$ cat src/rtl/dpa_pkg.sv
package dpa_pkg;
  typedef enum logic [3:0] {
    OP_AND = 4'h0, OP_EOR = 4'h1, OP_SUB = 4'h2, OP_RSB = 4'h3,
    OP_ADD = 4'h4, OP_ADC = 4'h5, OP_SBC = 4'h6, OP_RSC = 4'h7,
    OP_TST = 4'h8, OP_TEQ = 4'h9, OP_CMP = 4'hA, OP_CMN = 4'hB,
    OP_ORR = 4'hC, OP_MOV = 4'hD, OP_BIC = 4'hE, OP_MVN = 4'hF
  } dp_op_e;

  typedef enum logic [1:0] {CIN_ZERO, CIN_ONE, CIN_FLAG} cin_e;

  typedef struct packed {
    logic is_arith;
    logic subtract;
    logic swap;
    cin_e cin;
    logic write;
    logic unhandled;
  } ctl_t;

  localparam int FLAG_N = 3;
  localparam int FLAG_Z = 2;
  localparam int FLAG_C = 1;
  localparam int FLAG_V = 0;
endpackage

$ cat src/rtl/dpa_decode.sv
module dpa_decode
  import dpa_pkg::*;
(
  input  dp_op_e op,
  input  logic   set_flags,
  output ctl_t   ctl
);
  always_comb begin
    ctl = '{is_arith: 1'b0, subtract: 1'b0, swap: 1'b0, cin: CIN_ZERO,
            write: 1'b1, unhandled: 1'b0};
    unique case (op)
      OP_SUB: begin ctl.is_arith = 1'b1; ctl.subtract = 1'b1; ctl.cin = CIN_ONE; end
      OP_RSB: begin ctl.is_arith = 1'b1; ctl.subtract = 1'b1; ctl.swap = 1'b1; ctl.cin = CIN_ONE; end
      OP_ADD: begin ctl.is_arith = 1'b1; end
      OP_ADC: begin ctl.is_arith = 1'b1; ctl.cin = CIN_FLAG; end
      OP_SBC: begin ctl.is_arith = 1'b1; ctl.subtract = 1'b1; ctl.cin = CIN_FLAG; end
      OP_RSC: begin ctl.is_arith = 1'b1; ctl.subtract = 1'b1; ctl.swap = 1'b1; ctl.cin = CIN_FLAG; end
      OP_TST, OP_TEQ: begin ctl.write = 1'b0; ctl.unhandled = !set_flags; end
      OP_CMP: begin
        ctl.is_arith = 1'b1; ctl.subtract = 1'b1; ctl.cin = CIN_ONE;
        ctl.write = 1'b0; ctl.unhandled = !set_flags;
      end
      OP_CMN: begin
        ctl.is_arith = 1'b1; ctl.write = 1'b0; ctl.unhandled = !set_flags;
      end
      default: ;
    endcase
  end
endmodule

$ cat src/rtl/dpa_logic.sv
module dpa_logic
  import dpa_pkg::*;
#(
  parameter int W = 32
) (
  input  dp_op_e       op,
  input  logic [W-1:0] a,
  input  logic [W-1:0] b,
  output logic [W-1:0] y
);
  always_comb begin
    unique case (op)
      OP_AND, OP_TST: y = a & b;
      OP_EOR, OP_TEQ: y = a ^ b;
      OP_ORR:         y = a | b;
      OP_MOV:         y = b;
      OP_BIC:         y = a & ~b;
      OP_MVN:         y = ~b;
      default:        y = '0;
    endcase
  end
endmodule

$ cat src/rtl/dpa_arith.sv
module dpa_arith
  import dpa_pkg::*;
#(
  parameter int W = 32
) (
  input  logic [W-1:0] a,
  input  logic [W-1:0] b,
  input  logic         subtract,
  input  logic         swap,
  input  cin_e         cin,
  input  logic         c_flag,
  output logic [W-1:0] sum,
  output logic         carry,
  output logic         ovf
);
  localparam int WX = W + 1;
  logic [W-1:0] x, y_raw, y;
  logic         ci;
  logic [WX-1:0] full;

  always_comb begin
    x     = swap ? b : a;
    y_raw = swap ? a : b;
    y     = subtract ? ~y_raw : y_raw;
    unique case (cin)
      CIN_ONE:  ci = 1'b1;
      CIN_FLAG: ci = c_flag;
      default:  ci = 1'b0;
    endcase
    full  = {1'b0, x} + {1'b0, y} + {{W{1'b0}}, ci};
    sum   = full[W-1:0];
    carry = full[W];
    ovf   = (x[W-1] == y[W-1]) && (sum[W-1] != x[W-1]);
  end
endmodule

$ cat src/rtl/dp_alu.sv
module dp_alu
  import dpa_pkg::*;
#(
  parameter int W = 32
) (
  input  logic         clk,
  input  logic         rst_n,
  input  logic         in_valid,
  output logic         in_ready,
  input  logic [3:0]   in_op,
  input  logic         in_set_flags,
  input  logic [W-1:0] in_opa,
  input  logic [W-1:0] in_opb,
  input  logic         in_shift_carry,
  input  logic         in_shift_carry_used,
  input  logic [3:0]   in_flags,
  output logic         out_valid,
  input  logic         out_ready,
  output logic [W-1:0] out_result,
  output logic         out_write,
  output logic [3:0]   out_flags,
  output logic         out_unhandled
);
  dp_op_e       op;
  ctl_t         ctl;
  logic [W-1:0] lres, ares, res;
  logic         acarry, aovf, fire;
  logic [3:0]   nflags;

  assign op = dp_op_e'(in_op);

  dpa_decode u_dec (.op(op), .set_flags(in_set_flags), .ctl(ctl));

  dpa_logic #(.W(W)) u_log (.op(op), .a(in_opa), .b(in_opb), .y(lres));

  dpa_arith #(.W(W)) u_ari (
    .a(in_opa), .b(in_opb), .subtract(ctl.subtract), .swap(ctl.swap),
    .cin(ctl.cin), .c_flag(in_flags[FLAG_C]),
    .sum(ares), .carry(acarry), .ovf(aovf)
  );

  always_comb begin
    res    = ctl.unhandled ? '0 : (ctl.is_arith ? ares : lres);
    nflags = in_flags;
    if (in_set_flags && !ctl.unhandled) begin
      nflags[FLAG_N] = res[W-1];
      nflags[FLAG_Z] = (res == '0);
      if (ctl.is_arith) begin
        nflags[FLAG_C] = acarry;
        nflags[FLAG_V] = aovf;
      end else if (in_shift_carry_used) begin
        nflags[FLAG_C] = in_shift_carry;
      end
    end
  end

  assign in_ready = !out_valid || out_ready;
  assign fire     = in_valid && in_ready;

  always_ff @(posedge clk) begin
    if (!rst_n) begin
      out_valid     <= 1'b0;
      out_result    <= '0;
      out_write     <= 1'b0;
      out_flags     <= '0;
      out_unhandled <= 1'b0;
    end else if (fire) begin
      out_valid     <= 1'b1;
      out_result    <= res;
      out_write     <= ctl.write;
      out_flags     <= nflags;
      out_unhandled <= ctl.unhandled;
    end else if (out_ready) begin
      out_valid     <= 1'b0;
    end
  end

  a_r8_hold_stalled: assert property (@(posedge clk) disable iff (!rst_n)
    out_valid && !out_ready |=> out_valid && $stable(out_result) && $stable(out_flags)
                                && $stable(out_write));

  a_r8_no_take_when_full: assert property (@(posedge clk) disable iff (!rst_n)
    out_valid && !out_ready |-> !in_ready);

  a_r7_flags_pass: assert property (@(posedge clk) disable iff (!rst_n)
    fire && !in_set_flags |=> out_flags == $past(in_flags));

  a_r6_unhandled_quiet: assert property (@(posedge clk) disable iff (!rst_n)
    out_valid && out_unhandled |-> !out_write && out_result == '0);

  a_r5_nz_follow_result: assert property (@(posedge clk) disable iff (!rst_n)
    fire && in_set_flags && !ctl.unhandled |=>
      out_flags[FLAG_Z] == (out_result == '0) && out_flags[FLAG_N] == out_result[W-1]);

  a_r4_v_kept_on_logic: assert property (@(posedge clk) disable iff (!rst_n)
    fire && !ctl.is_arith |=> out_flags[FLAG_V] == $past(in_flags[FLAG_V]));
endmodule

$ cat config.mk
export PLATFORM = sky130hd
export DESIGN_NAME = dp_alu
export DESIGN_NICKNAME = d
export VERILOG_FILES = /design/src/rtl/dpa_pkg.sv /design/src/rtl/dpa_decode.sv /design/src/rtl/dpa_logic.sv /design/src/rtl/dpa_arith.sv /design/src/rtl/dp_alu.sv
export SDC_FILE = /design/constraint.sdc
export NUM_CORES = 1
export LEC_CHECK = 0
export ABC_AREA = 1
export BUFFER_PORTS_ARGS = -buffer_cell sky130_fd_sc_hd__buf_2
export CORE_MARGIN = 1
export CORE_UTILIZATION = 59
export CTS_BUF_LIST = sky130_fd_sc_hd__clkbuf_4 sky130_fd_sc_hd__clkbuf_8
export DETAILED_ROUTE_END_ITERATION = 6
export PLACE_DENSITY = 0.82
export SYNTH_ARGS = -nofsm -noshare
export SYNTH_HDL_FRONTEND = slang
export SYNTH_HIERARCHICAL = 1
export SYNTH_SLANG_ARGS = --single-unit
$ cat constraint.sdc
create_clock -name clk -period 4.2 [get_ports clk]
set_clock_uncertainty 0.1 [all_clocks]
set_input_delay 0.42 -clock clk [delete_from_list [all_inputs] [get_ports clk]]
set_output_delay 0.42 -clock clk [all_outputs]
set_load 0.1 [all_outputs]
# == Yosys cells after proc, flatten, opt, wreduce, memory -nomap -nowiden ==
# Cells that the tools add are included.
# classes
n_mux,18
eq_ne,19
n_reduce_logical,18
magnitude_cmp,0
bitwise,6
n_addsub,2
n_div,0
shift,0
mul,0
# op_table
operator,n
$pmux W32 S6,1
$mux W32,5
$and A32 B32 Y32,2
$not A32 Y32,2
$add A32 B32 Y33,1
$add A33 B1 Y33,1
$eq A4 B4 Y1 const B,8
$logic_not A32 Y1,1
$or A32 B32 Y32,1
$xor A32 B32 Y32,1
$eq A4 B3 Y1 const B,4
$eq A4 B2 Y1 const B,2
$mux W1,8
$reduce_or A8 Y1,1
$reduce_or A2 Y1,3
$reduce_or A3 Y1,2
$reduce_or A5 Y1,1
$eq A4 B1 Y1 const B,1
$logic_not A4 Y1,1
$mux W4,1
$pmux W2 S2,1
$reduce_or A4 Y1,1
$logic_and A1 B1 Y1,3
$logic_not A1 Y1,3
other kinds (8),8
# word_totals
output_inout_bits,40
rom_bits,0
ff_bits,39
n_memories,0
latchBits,0
mem_bits_rw,0
word_cells,68

# == Longest topological paths before layout ==
# Gate-level depths: netlist of run 1.
# depth
word_depth,12
ltp_mapped,30
mapped_depth_nobuf,30

# == Hierarchy ==
# Netlist of run 1, hierarchy kept.
# by_module_without_submodules
module,cells_per_inst,area_each_um2,instances
dpa_arith,664,3378.2,1
dpa_logic,557,2635.0,1
dp_alu,333,2134.5,1
dpa_decode,15,61.3,1

# == Worst setup path before layout of run 1 ==
# OpenSTA, ideal clock, no wires.
# synth_path
kind,in2reg
from,in in_op[2]
to,reg out_flags[2]
setup_ns,0.069
t_required_ns,4.031
setup_slack_ns,0.649
arrival_ns,3.382
stages,27
cell_sequence,inv_1 > nand3_1 > nand2_1 > buf_4 > clkinv_1 > xor2_1 > fa_1 > fa_1 > inv_1 > nand3_1 > nand2_2 > nand2_1 > nand2_2 > nand3_1 > nand2_2 > nand2_1 > nand3_1 > nand2_1 > inv_1 > nand2_1 > nand3_1 > nand2_1 > nor2_1 > nand2_1 > nor2_1 > nand3_1 > a21oi_2
# synth_rtl
item,line,text
"start, declared",dp_alu.sv:10,"input logic [3:0] in_op,"
"end signal, assigned",dp_alu.sv:71,out_flags <= nflags;
"end, declared",dp_alu.sv:21,"output logic [3:0] out_flags,"

==> flow_summary.toml, run 1 <==
[setup_path]
reg2reg_to = "out_result[7]"
crit_type = "input port to register"
end_kind = "register"
crit_end = "out_flags[2]"
cp.arrival_ps = 3870
startpoint = "in_op[2]"
worstPathRequired_ps = 4340
ff2ff_setup_slack_ps = 2200
start_kind = "input port"
r2r_cells = 5
r2r-start = "out_valid"
worstPathMaxFanout = 6

[placement]
dp.cells = 1826
dpl_worst_slack_ps = 205.5
gp_congestion = 1.017
dp_hpwl_um = 20910
io_buffers = 118

[yosys]
synth-seq-cells = 39
yosysMostFrequentCell = "nand2_1"
synth_edf_count = 0
async_flop_share_pct = 0
synth_area_leader_cell = "nand2_1"
syn_nets = 1715
synth_warnings = 6
syn_area_um2 = 8209
synth_area_leaders = "nand2_1, inv_1, ha_1"
ys_types = 39
synth_common_cells = "nand2_1, inv_1, nor2_1"
syn-instance-count = 1569
ys_seq_area_share_pct = 9.511
synth_top_area_share_pct = 26.84
avgSynthCellArea_um2 = 5.232
ys.flop_type = "dfxtp_1"

[routing]
firstDrtPassIters = 7
viasPerCell = 5.409
totalWireLength_um = 27090
drtAntennaViolNets = 0
drc = 0
drt_iter0_markers = 860
wl_per_cell_um = 14.77
vias = 9921

[power]
switching_power_w = 0.001404
ir_drop_v = 0.0002609
p_per_area_nw_per_um2 = 284.9
p_comb_share_pct = 68.7
switching_share_pct = 54.50
intPower_w = 0.001172
fin_total_pwr_w = 0.002576
p_seq_share_pct = 16.4
p_leak_nw = 5.442
clkPwrFrac_pct = 14.8

[final_layout]
syn2layout_area_growth_pct = 10.17
stdcell_count = 1834
antennaDiodeCount = 0
nets = 1803
drive_above_1_share_pct = 12.36
seqCellArea_um2 = 780.7
n_fill_cell = 1397
multi_input_area_um2 = 6155

[clocking]
root_buffer = "clkbuf_8"
clock-sinks = 39
cts_hold_buf = 0
post_cts_buffers = 0
ctsHtreeMaxLevel = 2
cts_tree = "yes"
cts_resized = 0
clock_latency_ps = 300
cts-buffers-inserted = 5
clkTransAtPathRegs_ps = 80
clockBufferDepth = 2

[global_routing]
grt_pass1_wl_um = 43720
grt_overflow_total = 0
antenna_found_initial = 0
grt_pass1_vias = 9252
grt_max_degree = 71
track_usage_pct = 37.60

[timing]
period_needed_ps = 3736
tns_ps = 0
slew_viol_final = 0
setup_ws_ps = 464.1
fin_crit_sh_pct = 88.95
grt_setup_unrepaired = "false"
setup_viol = 0
max_slew_margin_pct = 28.63
hold_viol_final = 0
fin_hold_ws_ps = 311.3
fmax_mhz = 267.7
worst_slew_pin_slew_ps = 1068

[run]
max_cap_violations = 0

[die]
num_rows = 42
ios = 119
coreArea_um2 = 13400
die_w_um = 120.0
start_util_pct = 61.26
die_y_um = 120.0
die_area_um2 = 14390

[worst_hold_path]
hold_class = "input port to register"

[outcome]
status = "complete, no violations"
-- sequential cells by signal, summed over array words and instances, names as in the netlist --
signal,flops
out_flags,4
out_write,1
out_result,32
out_valid,1
out_unhandled,1
-- stage by stage --
| stage | utilization [%] | instance area [um^2] |
|---|---|---|
| after detailed placement | 66.47 | 8907 |
| final | 67.49 | 9044 |
| after global routing | 67.49 | 9044 |
| after CTS | 67.49 | 9044 |
| after global placement | 66.47 | 8907 |
| after floorplan | - | 8209 |
-- power groups by stage --
| stage | clock network, W | logic [W] | registers (W) |
|---|---|---|---|
| global route | 0.000403 | 0.00195 | 0.000428 |
| finish | 0.000382 | 0.00177 | 0.000424 |
| global placement | 0 | 0.00172 | 0.000430 |
| floorplan | 0 | 0.00104 | 0.000690 |
| CTS | 0.000382 | 0.00174 | 0.000423 |
| detailed placement | 0 | 0.00174 | 0.000431 |
-- placed cells by master, fill, tap and decap left out, types with 32 or more instances in the layout --
master      n
a21oi_1   120
xor2_1     46
dfxtp_1    39
nor2_1    125
o21ai_0    95
nand3_1    77
inv_1     226
ha_1       65
nand2_1   587
buf_2     118
nand3b_1   32
-- routing by layer --
layer  wire length (um)  up-vias  global-route usage, %
li1                   -     5065                      -
met1              11330     4417                  44.70
met2              13030      368                  68.79
met3               1502       71                  2.567
met4               1227        0                  16.17
met5                  0        -                      0
-- cells by family after synthesis --
group                      count (synthesis)  synth area share (%)
AOI/OAI and AO/OA                        241                 15.32
xor gates and xnor gates                  48                 5.213
adders and majority gates                 67                 10.39
buffers and inverters                    305                 15.68
DFF                                       39                 9.511
muxes                                      1                0.1372
and+or+nand+nor                          868                 43.74
-- layout make-up --
class,count,share of cell area [%]
clock buffer,5,0.7609
sequential,39,8.633
clock inverter,3,0.7471
timing repair buffer,150,9.463
tap,176,2.435
multi-input combinational,1225,68.05
inverter,236,9.906
-- worst min path at each step --
stage                       from      endpoint  slack, ps  cells after the start
floorplan           in_set_flags  out_flags[3]        490                      2
global route         in_flags[2]  out_flags[2]        340                      3
global placement    out_flags[0]  out_flags[0]        350                      2
finish               in_flags[3]  out_flags[3]        310                      3
detailed placement  out_flags[0]  out_flags[0]        360                      2
CTS                  in_flags[3]  out_flags[3]        310                      3
-- worst max-delay path, cell delays in order --
cell      delay (ps)
buf_2            130
inv_1            120
nand3_1          110
inv_1             80
inv_1             40
ha_1             270
o21bai_1         170
fa_1             410
fa_1             430
inv_1            120
nand3_1           90
nand2_2          120
nand2_1           70
nand2_2          100
nand3_1           90
nand2_2          120
nand2_1           80
nand3_1           70
nand2_1           50
inv_1             40
nand2_1           40
nand3_1          110
nand2_1           60
nor2_1           100
nand2_1           50
nor2_1           150
nand3_1          110
a21oi_2          110
No activity file was read; power rests on OpenSTA's default activity.
==> run 2, diff against run 1 <==
--- a/config.mk
+++ b/config.mk
@@ -5,13 +5,13 @@
 export SDC_FILE = /design/constraint.sdc
 export NUM_CORES = 1
 export LEC_CHECK = 0
-export ABC_AREA = 1
+export ABC_AREA = 0
 export BUFFER_PORTS_ARGS = -buffer_cell sky130_fd_sc_hd__buf_2
 export CORE_MARGIN = 1
 export CORE_UTILIZATION = 59
 export CTS_BUF_LIST = sky130_fd_sc_hd__clkbuf_4 sky130_fd_sc_hd__clkbuf_8
 export DETAILED_ROUTE_END_ITERATION = 6
-export PLACE_DENSITY = 0.82
+export PLACE_DENSITY = 0.83
 export SYNTH_ARGS = -nofsm -noshare
 export SYNTH_HDL_FRONTEND = slang
 export SYNTH_HIERARCHICAL = 1
==> constraint.sdc (replaced) <==
create_clock -name clk -period 4.2 [get_ports clk]
set_clock_uncertainty 0.1 [all_clocks]
set_input_delay 0.42 -clock clk [delete_from_list [all_inputs] [get_ports clk]]
set_output_delay 0.42 -clock clk [all_outputs]
set_load 0.02 [all_outputs]
==> run 2 against run 1 <==
The flow now finishes with violations (setup timing). Die area fell by 7.2%. Worst hold slack got worse by 24 ps. Critical path type unchanged. Flip-flop and latch count is the same. Utilization grew 7.2 points. Register-to-register slack got worse by 140 ps. Combinational power about the same. Maximum frequency down 12%. Sequential share of layout area down 0.32 points. Setup slack got worse by 510 ps.
==> flow_summary.toml, run 2 <==
[routing]
vias = 8322
totalWireLength_um = 24960
drc = 0
drt_iter0_markers = 954
firstDrtPassIters = 7
drtAntennaViolNets = 0
wl_per_cell_um = 19.38
viasPerCell = 6.461

[global_routing]
grt_overflow_total = 0
grt_pass1_vias = 7629
track_usage_pct = 35.18
grt_pass1_wl_um = 37470
grt_max_degree = 70
antenna_found_initial = 0

[final_layout]
largest_reg_flops = 32
nets = 1261
final_cell_mix = "buf_4, buf_2, mux2i_1"
syn2layout_area_growth_pct = 23.48
regMostFlops = "out_result"
reg_top3 = "out_result (32), out_flags (4)"
antennaDiodeCount = 0
final_common_cell = "buf_4"
fin_util_pct = 74.71
drive_above_1_share_pct = 35.48
multi_input_area_um2 = 6401
n_fill_cell = 856
seqCellArea_um2 = 780.7

[yosys]
avgSynthCellArea_um2 = 8.125
ys_types = 75
synth_area_leaders = "mux2i_1, ha_1, dfxtp_1"
syn_area_um2 = 7605
synth_warnings = 6
synth_top_area_share_pct = 12.77
synth-seq-cells = 39
syn-instance-count = 936
synth_area_leader_cell = "mux2i_1"
yosysMostFrequentCell = "mux2i_1"
ys.flop_type = "dfxtp_1"
ys_seq_area_share_pct = 10.27
async_flop_share_pct = 0
syn_nets = 1082
synth_edf_count = 0
synth_common_cells = "mux2i_1, inv_1, ha_1"

[timing]
max_slew_margin_pct = 21.00
fmax_mhz = 235.7
worst_slew_pin_slew_ps = 1184
slew_viol_final = 0
fin_crit_sh_pct = 101.0
setup_viol = 1
hold_viol_final = 0
tns_ps = -42.02
period_needed_ps = 4242
setup_ws_ps = -42.02
grt_setup_unrepaired = "true"

[outcome]
violations = "setup timing"
status = "complete, but fails checks"

[die]
start_util_pct = 60.51
coreArea_um2 = 12570
die_area_um2 = 13350
num_rows = 41
die_y_um = 115.5
die_w_um = 115.5
ios = 119

[power]
clkPwrFrac_pct = 12.7
p_comb_share_pct = 70.6
switching_share_pct = 45.83
ir_drop_v = 0.0001321
switching_power_w = 0.001168
fin_total_pwr_w = 0.002549
intPower_w = 0.001381
p_per_area_nw_per_um2 = 271.4
p_seq_share_pct = 16.7
p_leak_nw = 4.156

[setup_path]
end_kind = "register"
r2r-start = "out_valid"
startpoint = "in_op[2]"
worstPathMaxFanout = 3
r2r_cells = 4
crit_type = "input port to register"
ff2ff_setup_slack_ps = 2060
worstPathRequired_ps = 4310
cp.arrival_ps = 4350
start_kind = "input port"
slowest_delay_ps = 430
cpMaxStageDelayCell = "fa_2"
crit_end = "out_flags[1]"
reg2reg_to = "out_result[6]"
cp_cell_sequence = "buf_6, nand2b_4, a21oi_4, buf_6, ha_4, a21oi_2, or2_4, fa_2, fa_2, nor2b_4, o2111ai_4, a21oi_4, o21bai_2, a2111oi_4, buf_4, nor3_1, o31ai_2, o22ai_1, a211o_1, a21oi_1"

[clocking]
clock_latency_ps = 300
root_buffer = "clkbuf_8"
cts-buffers-inserted = 5
cts_tree = "yes"
clockBufferDepth = 2
clock-sinks = 39
ctsHtreeMaxLevel = 2
clkTransAtPathRegs_ps = 90

[placement]
dpl_worst_slack_ps = -522.2
dp_hpwl_um = 18440
gp_congestion = 1.042
io_buffers = 118

[worst_hold_path]
hold_class = "input port to register"

[run]
max_cap_violations = 0
## run 2: cell count changes after synthesis, moves of 41 or more
cell / before / now
inv_1: 226 / 84
mux2i_1: 0 / 97
xnor2_1: 1 / 52
o21ai_0: 96 / 17
a21oi_1: 120 / 64
nand2_1: 587 / 62
nand3_1: 77 / 9
nand2b_1: 0 / 41
nor2_1: 127 / 34
## run 2: through the flow
step	hold slack (ps)	cells	cell area [um^2]
final	287.7	1288	9390
after CTS	286.2	1283	9110
after global routing	304.8	1288	9390
after global placement	335.8	1273	8961
after floorplan	428.9	936	7614
after detailed placement	345.3	1273	8961
## run 2: timing repair
item | 4_1_cts | 5_1_grt
cloned | 0 | 1
setup endpoints to repair | 7 | 15
hold buffers | 0 | 0
gates resized for setup | 7 | 49
pin swaps | 5 | 19
setup buffers | 2 | 4
## run 2: worst max-delay path: cells and delay by family
kind	cells	cell delay, ps
compound gates	10	2020
fa+ha+maj	3	920
buf+inv	3	390
simple gates	4	600
## run 2: final cells by class
cell class	count	share of cell area, %
multi-input cells	746	68.17
clock inverters	3	0.4664
repair buffers	238	16.63
flip-flops and latches	39	8.314
inverters	85	3.398
clock buffers	5	0.7328
well taps	172	2.292
## run 2: how the worst min path moves through the flow
stage | startpoint | endpoint | slack (ps) | cells past startpoint
final | in_valid | out_valid | 290 | 3
after global routing | in_valid | out_valid | 300 | 3
after CTS | in_valid | out_valid | 290 | 3
after detailed placement | out_result[23] | out_result[23] | 350 | 2
after global placement | out_result[29] | out_result[29] | 340 | 2
after floorplan | out_result[3] | out_result[3] | 430 | 2
## run 2: layer usage
metal | share of wire [%] | track usage, %
met1 | 41 | 45.44
met2 | 45 | 57.56
met3 | 8.9 | 4.236
met4 | 5.3 | 18.18
met5 | 0 | 0
## run 2: cell families (layout without fill, tap and decap cells)
logic type      after synthesis  in the layout  synth area share [%]
simple gates                243            243                 17.06
xor+xnor                     58             58                 6.680
compound gates              250            250                 28.60
mux                         128            128                 17.36
flops                        39             39                 10.27
buf+inv                     151            331                 8.819
fa+ha+maj                    67             67                 11.22
## run 2: power by group through the flow
stage | logic [W] | registers [W] | clock network [W]
3_3_place_gp | 0.00162 | 0.000432 | 0
5_1_grt | 0.00191 | 0.000429 | 0.000335
4_1_cts | 0.00167 | 0.000424 | 0.000318
6_report | 0.00180 | 0.000426 | 0.000323
3_5_place_dp | 0.00166 | 0.000433 | 0
2_1_floorplan | 0.00100 | 0.000474 | 0
